`src/rtl/ctlbank_i2c.sv`:
```
module ctlbank_i2c #(
  parameter int NREG = 9,
  parameter logic [5:0] ADDR_HI = 6'b100101
) (
  input  logic              clk,
  input  logic              rst_n,
  input  logic              scl_i,
  input  logic              sda_i,
  input  logic              addr_sel,
  input  logic [1:0]        lvl_a,
  input  logic [1:0]        lvl_b,
  output logic              sda_oe,
  output logic [NREG*8-1:0] regs_o
);
  localparam int IW = (NREG > 1) ? $clog2(NREG) : 1;
  localparam logic [2:0] P_IDLE = 3'd0;
  localparam logic [2:0] P_ADDR = 3'd1;
  localparam logic [2:0] P_SUB  = 3'd2;
  localparam logic [2:0] P_DATA = 3'd3;
  localparam logic [2:0] P_READ = 3'd4;

  logic [1:0] scl_q, sda_q;
  logic       scl_d, sda_d;
  logic [2:0] phase;
  logic [3:0] cnt;
  logic       in_ack;
  logic [7:0] sh, ptr;
  logic [6:0] tx;
  logic [7:0] bank [NREG];

  wire scl_s    = scl_q[1];
  wire sda_s    = sda_q[1];
  wire start_c  = scl_s & scl_d & sda_d & ~sda_s;
  wire stop_c   = scl_s & scl_d & ~sda_d & sda_s;
  wire scl_rise = scl_s & ~scl_d;
  wire scl_fall = ~scl_s & scl_d;
  wire rx_ph    = (phase == P_ADDR) || (phase == P_SUB) || (phase == P_DATA);
  wire [7:0] status = {4'b0000, lvl_b, lvl_a};
  wire [6:0] own    = {ADDR_HI, addr_sel};
  wire ptr_in       = ptr < 8'(NREG);

  for (genvar i = 0; i < NREG; i++) begin : g_out
    assign regs_o[i*8 +: 8] = bank[i];
  end

  always_ff @(posedge clk or negedge rst_n) begin
    if (!rst_n) begin
      scl_q <= 2'b11;
      sda_q <= 2'b11;
      scl_d <= 1'b1;
      sda_d <= 1'b1;
    end else begin
      scl_q <= {scl_q[0], scl_i};
      sda_q <= {sda_q[0], sda_i};
      scl_d <= scl_s;
      sda_d <= sda_s;
    end
  end

  always_ff @(posedge clk or negedge rst_n) begin
    if (!rst_n) begin
      phase  <= P_IDLE;
      cnt    <= '0;
      in_ack <= 1'b0;
      sh     <= '0;
      tx     <= '0;
      ptr    <= '0;
      sda_oe <= 1'b0;
      for (int i = 0; i < NREG; i++) bank[i] <= '0;
    end else if (start_c) begin
      phase  <= P_ADDR;
      cnt    <= '0;
      in_ack <= 1'b0;
      sda_oe <= 1'b0;
    end else if (stop_c) begin
      phase  <= P_IDLE;
      in_ack <= 1'b0;
      sda_oe <= 1'b0;
    end else if (scl_rise) begin
      if (rx_ph && !in_ack && cnt < 4'd8) begin
        sh  <= {sh[6:0], sda_s};
        cnt <= cnt + 4'd1;
      end else if (phase == P_READ && !in_ack) begin
        cnt <= cnt + 4'd1;
      end
    end else if (scl_fall) begin
      if (in_ack) begin
        in_ack <= 1'b0;
        cnt    <= '0;
        if (phase == P_READ) begin
          tx     <= status[6:0];
          sda_oe <= ~status[7];
        end else begin
          sda_oe <= 1'b0;
        end
      end else if (phase == P_READ) begin
        if (cnt == 4'd8) begin
          sda_oe <= 1'b0;
          phase  <= P_IDLE;
        end else begin
          tx     <= {tx[5:0], 1'b0};
          sda_oe <= ~tx[6];
        end
      end else if (rx_ph && cnt == 4'd8) begin
        case (phase)
          P_ADDR: begin
            if (sh[7:1] == own) begin
              in_ack <= 1'b1;
              sda_oe <= 1'b1;
              phase  <= sh[0] ? P_READ : P_SUB;
            end else begin
              phase <= P_IDLE;
            end
          end
          P_SUB: begin
            ptr    <= sh;
            in_ack <= 1'b1;
            sda_oe <= 1'b1;
            phase  <= P_DATA;
          end
          default: begin
            if (ptr_in) begin
              bank[ptr[IW-1:0]] <= sh;
              ptr <= ptr + 8'd1;
            end
            in_ack <= 1'b1;
            sda_oe <= 1'b1;
          end
        endcase
      end
    end
  end
endmodule

```
`config.mk`:
```
export PLATFORM = sky130hd
export DESIGN_NAME = ctlbank_i2c
export DESIGN_NICKNAME = d
export VERILOG_FILES = /design/src/rtl/ctlbank_i2c.sv
export SDC_FILE = /design/constraint.sdc
export NUM_CORES = 1
export LEC_CHECK = 0
export BUFFER_PORTS_ARGS = -buffer_cell sky130_fd_sc_hd__buf_2
export CELL_PAD_IN_SITES_DETAIL_PLACEMENT = 1
export CELL_PAD_IN_SITES_GLOBAL_PLACEMENT = 2
export CORE_MARGIN = 2
export CORE_UTILIZATION = 43
export CTS_BUF_LIST = sky130_fd_sc_hd__clkbuf_4 sky130_fd_sc_hd__clkbuf_8
export CTS_CLUSTER_SIZE = 14
export DETAILED_ROUTE_END_ITERATION = 7
export GPL_ROUTABILITY_DRIVEN = 0
export PLACE_DENSITY = 0.9
export SETUP_SLACK_MARGIN = 0.3
export SLEW_MARGIN = 5
export SYNTH_ARGS = -nofsm -noshare
export SYNTH_HDL_FRONTEND = slang
export SYNTH_SLANG_ARGS = --single-unit
```
`constraint.sdc`:
```
create_clock -name clk -period 3.8 [get_ports clk]
set_input_delay 0.38 -clock clk [delete_from_list [all_inputs] [get_ports clk]]
set_output_delay 0.38 -clock clk [all_outputs]
set_load 0.05 [all_outputs]
```
### Word-level counts from Yosys, hierarchy flattened

Index checks and enable logic that the tools add are counted.

| operators by class | value |
|---|---|
| $lt $le $gt $ge | 4 |
| equality and inequality tests | 13 |
| reductions and logical operators | 24 |
| bitwise gates (word level) | 20 |
| $add $sub $neg | 2 |
| muxes and demuxes | 47 |

Operator list:

| operator | count |
|---|---|
| 72-bit bitwise mux | 1 |
| 8-bit demux with 4-bit select | 1 |
| 3-bit two-way mux | 10 |
| 4-bit two-way mux | 7 |
| 7-bit two-way mux | 4 |
| 1-bit two-way mux | 20 |
| 9-bit AND reduction | 2 |
| 8-bit two-way mux | 2 |
| 8-bit case mux with 2 select lines | 1 |
| 1-bit NOT | 12 |
| 4-bit AND reduction | 3 |
| 6-bit AND reduction | 2 |
| 5-bit nonzero test | 2 |
| 3-bit nonzero test | 3 |
| 8-bit by 1-bit adder with 8-bit output, second input constant | 1 |
| 8-bit by 4-bit < comparator with 1-bit output, second input constant | 1 |
| 1-bit bitwise AND | 7 |
| 7-bit equality test | 1 |
| 3-bit by 2-bit equality test with 1-bit output, second input constant | 2 |
| 6-bit by 4-bit inequality test with 1-bit output, second input constant | 1 |
| 3-bit case mux with 2 select lines | 1 |
| 5-bit >= comparator, second input constant | 1 |
| 1-bit logical AND | 5 |
| 5-bit by 1-bit < comparator with 1-bit output, second input constant | 1 |
| 17 further kinds | 19 |

| storage, ports and cells | value |
|---|---|
| output and inout bits | 73 |
| input bits | 9 |
| bits in registers | 110 |
| logic and storage cells | 130 |

### Longest topological paths before layout

| logic depth | value |
|---|---|
| depth in word-level cells | 11 |
| depth in mapped cells | 8 |
| depth with buffers taken out | 7 |

### Worst setup path before layout

OpenSTA, ideal clock, no wires.

| timing path | value |
|---|---|
| path type | reg-to-reg |
| from | register cnt[0] |
| to | register bank (netlist bit regs_o[55]) |
| clock period less this slack | 2278 ps |
| buffers on the path | 1 |
| arrival time | 2151 ps |
| library setup time | 128 ps |
| path slack | 1522 ps |
| data required time | 3672 ps |
| stages on the path, launching flop included | 9 |
| cells stage by stage | dfrtp_1 -> inv_1 -> ha_1 -> nand3b_4 -> or3_1 -> buf_2 -> nor4_4 -> nand3_4 -> mux2_1 |

| on the way | value |
|---|---|
| cells in the longest elaborated chain, start to end | 3 |

RTL lines:

| item | RTL line | RTL |
|---|---|---|
| from (decl) | 25 | `logic [3:0] cnt;` |
| from (signal assigned) | 82 | `cnt <= cnt + 4'd1;` |
| from (signal assigned) | 84 | `cnt <= cnt + 4'd1;` |
| 4-bit equality test | 104 | `end else if (rx_ph && cnt == 4'd8) begin` |
| 1-bit logical AND | 104 |  |
| 9-bit AND reduction (no line) | -- |  |
| to (signal, indexed assignment) | 123 | `bank[ptr[IW-1:0]] <= sh;` |
| to (decl) | 29 | `logic [7:0] bank [NREG];` |

Every way passes these cells.
A chain may end at the register's enable or synchronous reset.

### Worst setup path after layout

| timing path | value |
|---|---|
| from | register cnt[0] |
| to | register bank (netlist bit regs_o[14]) |

The elaborated chain is that of the path after synthesis.

==> reports/metrics.yaml <==
status: "finished clean"
die_w_um: 110
clk_pin_slew_ps: 100
post_cts_buffers: 0
power_uw: 2360
crit_path_end_kind: "flip-flop"
synth_top_cell_area_share: 0.536
crit_required_ps: 4080
synth.cell_area_um2: 4850
nNetsFinal: 449
ys_ff_latch: 110
synth.avg_cell_area_um2: 13.5
die_height_um: 110
die-area_um2: 12200
cts.sinks: 110
clk_latency_ps: 390
antenna_found_initial: 0
ant_nets: 0
fin_tns_setup_ps: 0
seqPwrFrac: 0.622
core_area_um2: 10900
ys_seq_area_frac: 0.569
comb_power_share: 0.077
ir_drop_v: 0.000355
p_switching_uw: 736
cap_viol_max_count: 0
crit_family: "simple AND/OR/NAND/NOR gates"
grt_max_degree: 54
slew_violations: 0
skew_ps: 8.81
grt_pass1_wl_um: 18900
synth_top_flop_cell: "dfrtp_1"
antenna_cells: 0
path_cells: "inv_1, ha_1, nand3b_4, nor3_4, nand4_1, nor3b_2, mux2_2"
hpwl_um: 7850
arrival_ps: 2900
netlist_top_cells_area: "dfrtp_1, mux2_2, mux2_4"
finalWirelength_um: 11400
synth_edf_count: 0
numCtsBuffers: 9
synthesis.instances: 360
via_per_inst: 5.48
worst_pin_slew_ps: 686
grt_pass1_vias: 3495
min_path_type: "input pin to asynchronous set/reset pin"
clockPowerShare: 0.301
drive_gt1_frac: 0.466
holdBufCountCts: 0
post-route-period-util: 0.689
yosysWarnings: 0
powerDensity_nw_per_um2: 424
yosysTopAreaCell: "dfrtp_1"
cp_num_buf_inv: 1
numPortBuffers: 81
initial_utilization: 0.444
pre_cts_ws_ps: 1180
final_util: 0.508
dr.pass1.iters: 4
synth_async_sr_flop_share: 1.00
fin_crit_ps: 2620
via_count: 3165
critPathMaxFanout: 8
hold_viol_final: 0
clock-root-buffer: "clkbuf_8"
synthToLayoutAreaGrowth_pct: 14.5
fmax_mhz: 382
wl_per_cell_um: 19.7
overflow: 0
slew_headroom: 0.540
rsz0062_at_grt: "false"
h-tree-depth: 3
ctsResizeCount: 0
syn-num-nets: 376
grt_usage: 0.210
crit_type: "flip-flop to flip-flop"
fin_ws_ps: 1180
drc_errors: 0
slowest_stage: "nor3b_2"
fp-row-count: 38
netlist-cell-type-count: 59
cts_tree: "built"
p_leak_uw: 0.00293
clockBufferDepth: 2
setup_viol: 0
ioPinCount: 82
p_int_uw: 1620
drtIter0Drc: 128
slowest_delay_ps: 620
start_kind: "flip-flop"
switching_share: 0.313
## sequential cells by signal, indices dropped and copies added, names as in the netlist
name	cells
regs_o	72
ptr	8
sh	8
tx	7
cnt	4
phase	3
scl_q	2
sda_q	2
in_ack	1
scl_d	1
sda_d	1
sda_oe	1
## final timing paths
path / slack, ps / from / cells after the start / endpoint
max in group asynchronous: 2870 / rst_n / 2 / ptr[3]
worst min-delay path: 30 / rst_n / 1 / ptr[6]
worst max register to register: 1180 / cnt[0] / 7 / regs_o[14]
worst min register to register: 360 / scl_q[0] / 0 / scl_q[1]
worst max-delay path: 1180 / cnt[0] / 7 / regs_o[14]
min in group clk: 80 / scl_i / 1 / scl_q[0]
## power groups by stage
stage | Sequential, uW | Clock (uW) | Combinational [uW]
3_5_place_dp | 1490 | 0 | 186
6_report | 1460 | 709 | 182
5_1_grt | 1480 | 779 | 208
4_1_cts | 1470 | 740 | 187
3_3_place_gp | 1480 | 0 | 176
2_1_floorplan | 1300 | 0 | 219
## stage by stage
step	std cells	instance area, um2	hold WS, ps
after global routing	578	5560	43.3
after CTS	578	5560	29.3
after floorplan	360	4850	84.4
after detailed placement	562	5360	350
final	578	5560	29.0
after global placement	562	5360	346
## Yosys cell counts (all sizes together), types with 3 or more instances
master  instances
nor3b           3
nor4            4
nor2           14
or4             4
and3            4
nand2          17
o22ai           8
mux2           83
buf             6
nor3            6
dfstp           6
a22oi           3
ha              7
a22o            4
or3             3
inv            11
o21ai          11
a21oi           5
nand3           6
dfrtp         104
nand2b          3
clkbuf         15
nand4           3
## area by class of cell
cell class | instances | area (um2)
sequential | 110 | 2760
clock inverter | 4 | 33.8
timing repair buffer | 83 | 423
tap | 140 | 175
inverter | 11 | 41.3
fill | 1155 | 5380
multi-input combinational | 218 | 1960
clock buffer | 12 | 165
## routing by layer
metal / GRT usage / vias up / wire (um)
li1: - / 1440 / -
met1: 0.263 / 1656 / 4910
met2: 0.355 / 59 / 5820
met3: 0.0658 / 10 / 559
met4: 0.0536 / 0 / 115
met5: 0 / - / 0
## cells in the final DEF (no fill, tap or decap), types with 3 or more instances in the layout
master / synthesis / final
buf_4: 1 / 3
mux2_4: 16 / 16
a22oi_1: 3 / 3
buf_2: 4 / 80
nand3_1: 4 / 4
nand2b_1: 3 / 3
nor4_1: 3 / 3
or3_1: 3 / 3
and3_1: 3 / 3
nand4_1: 3 / 3
mux2_2: 66 / 66
inv_1: 11 / 11
a21oi_1: 5 / 5
nor3_1: 4 / 4
ha_1: 7 / 7
dfstp_2: 6 / 6
o22ai_1: 8 / 8
dfrtp_1: 104 / 104
nand2_1: 17 / 17
clkbuf_8: 0 / 12
o21ai_0: 11 / 11
a22o_1: 3 / 3
nor2_1: 14 / 14
## cells by family after synthesis
logic type | share of synthesized area
compound gates | 0.0662
fa+ha+maj | 0.0180
simple gates | 0.106
xor+xnor | 0.00361
buf+inv | 0.0281
mux | 0.209
flops | 0.569
Note: power is estimated with default switching activity, not from simulation.
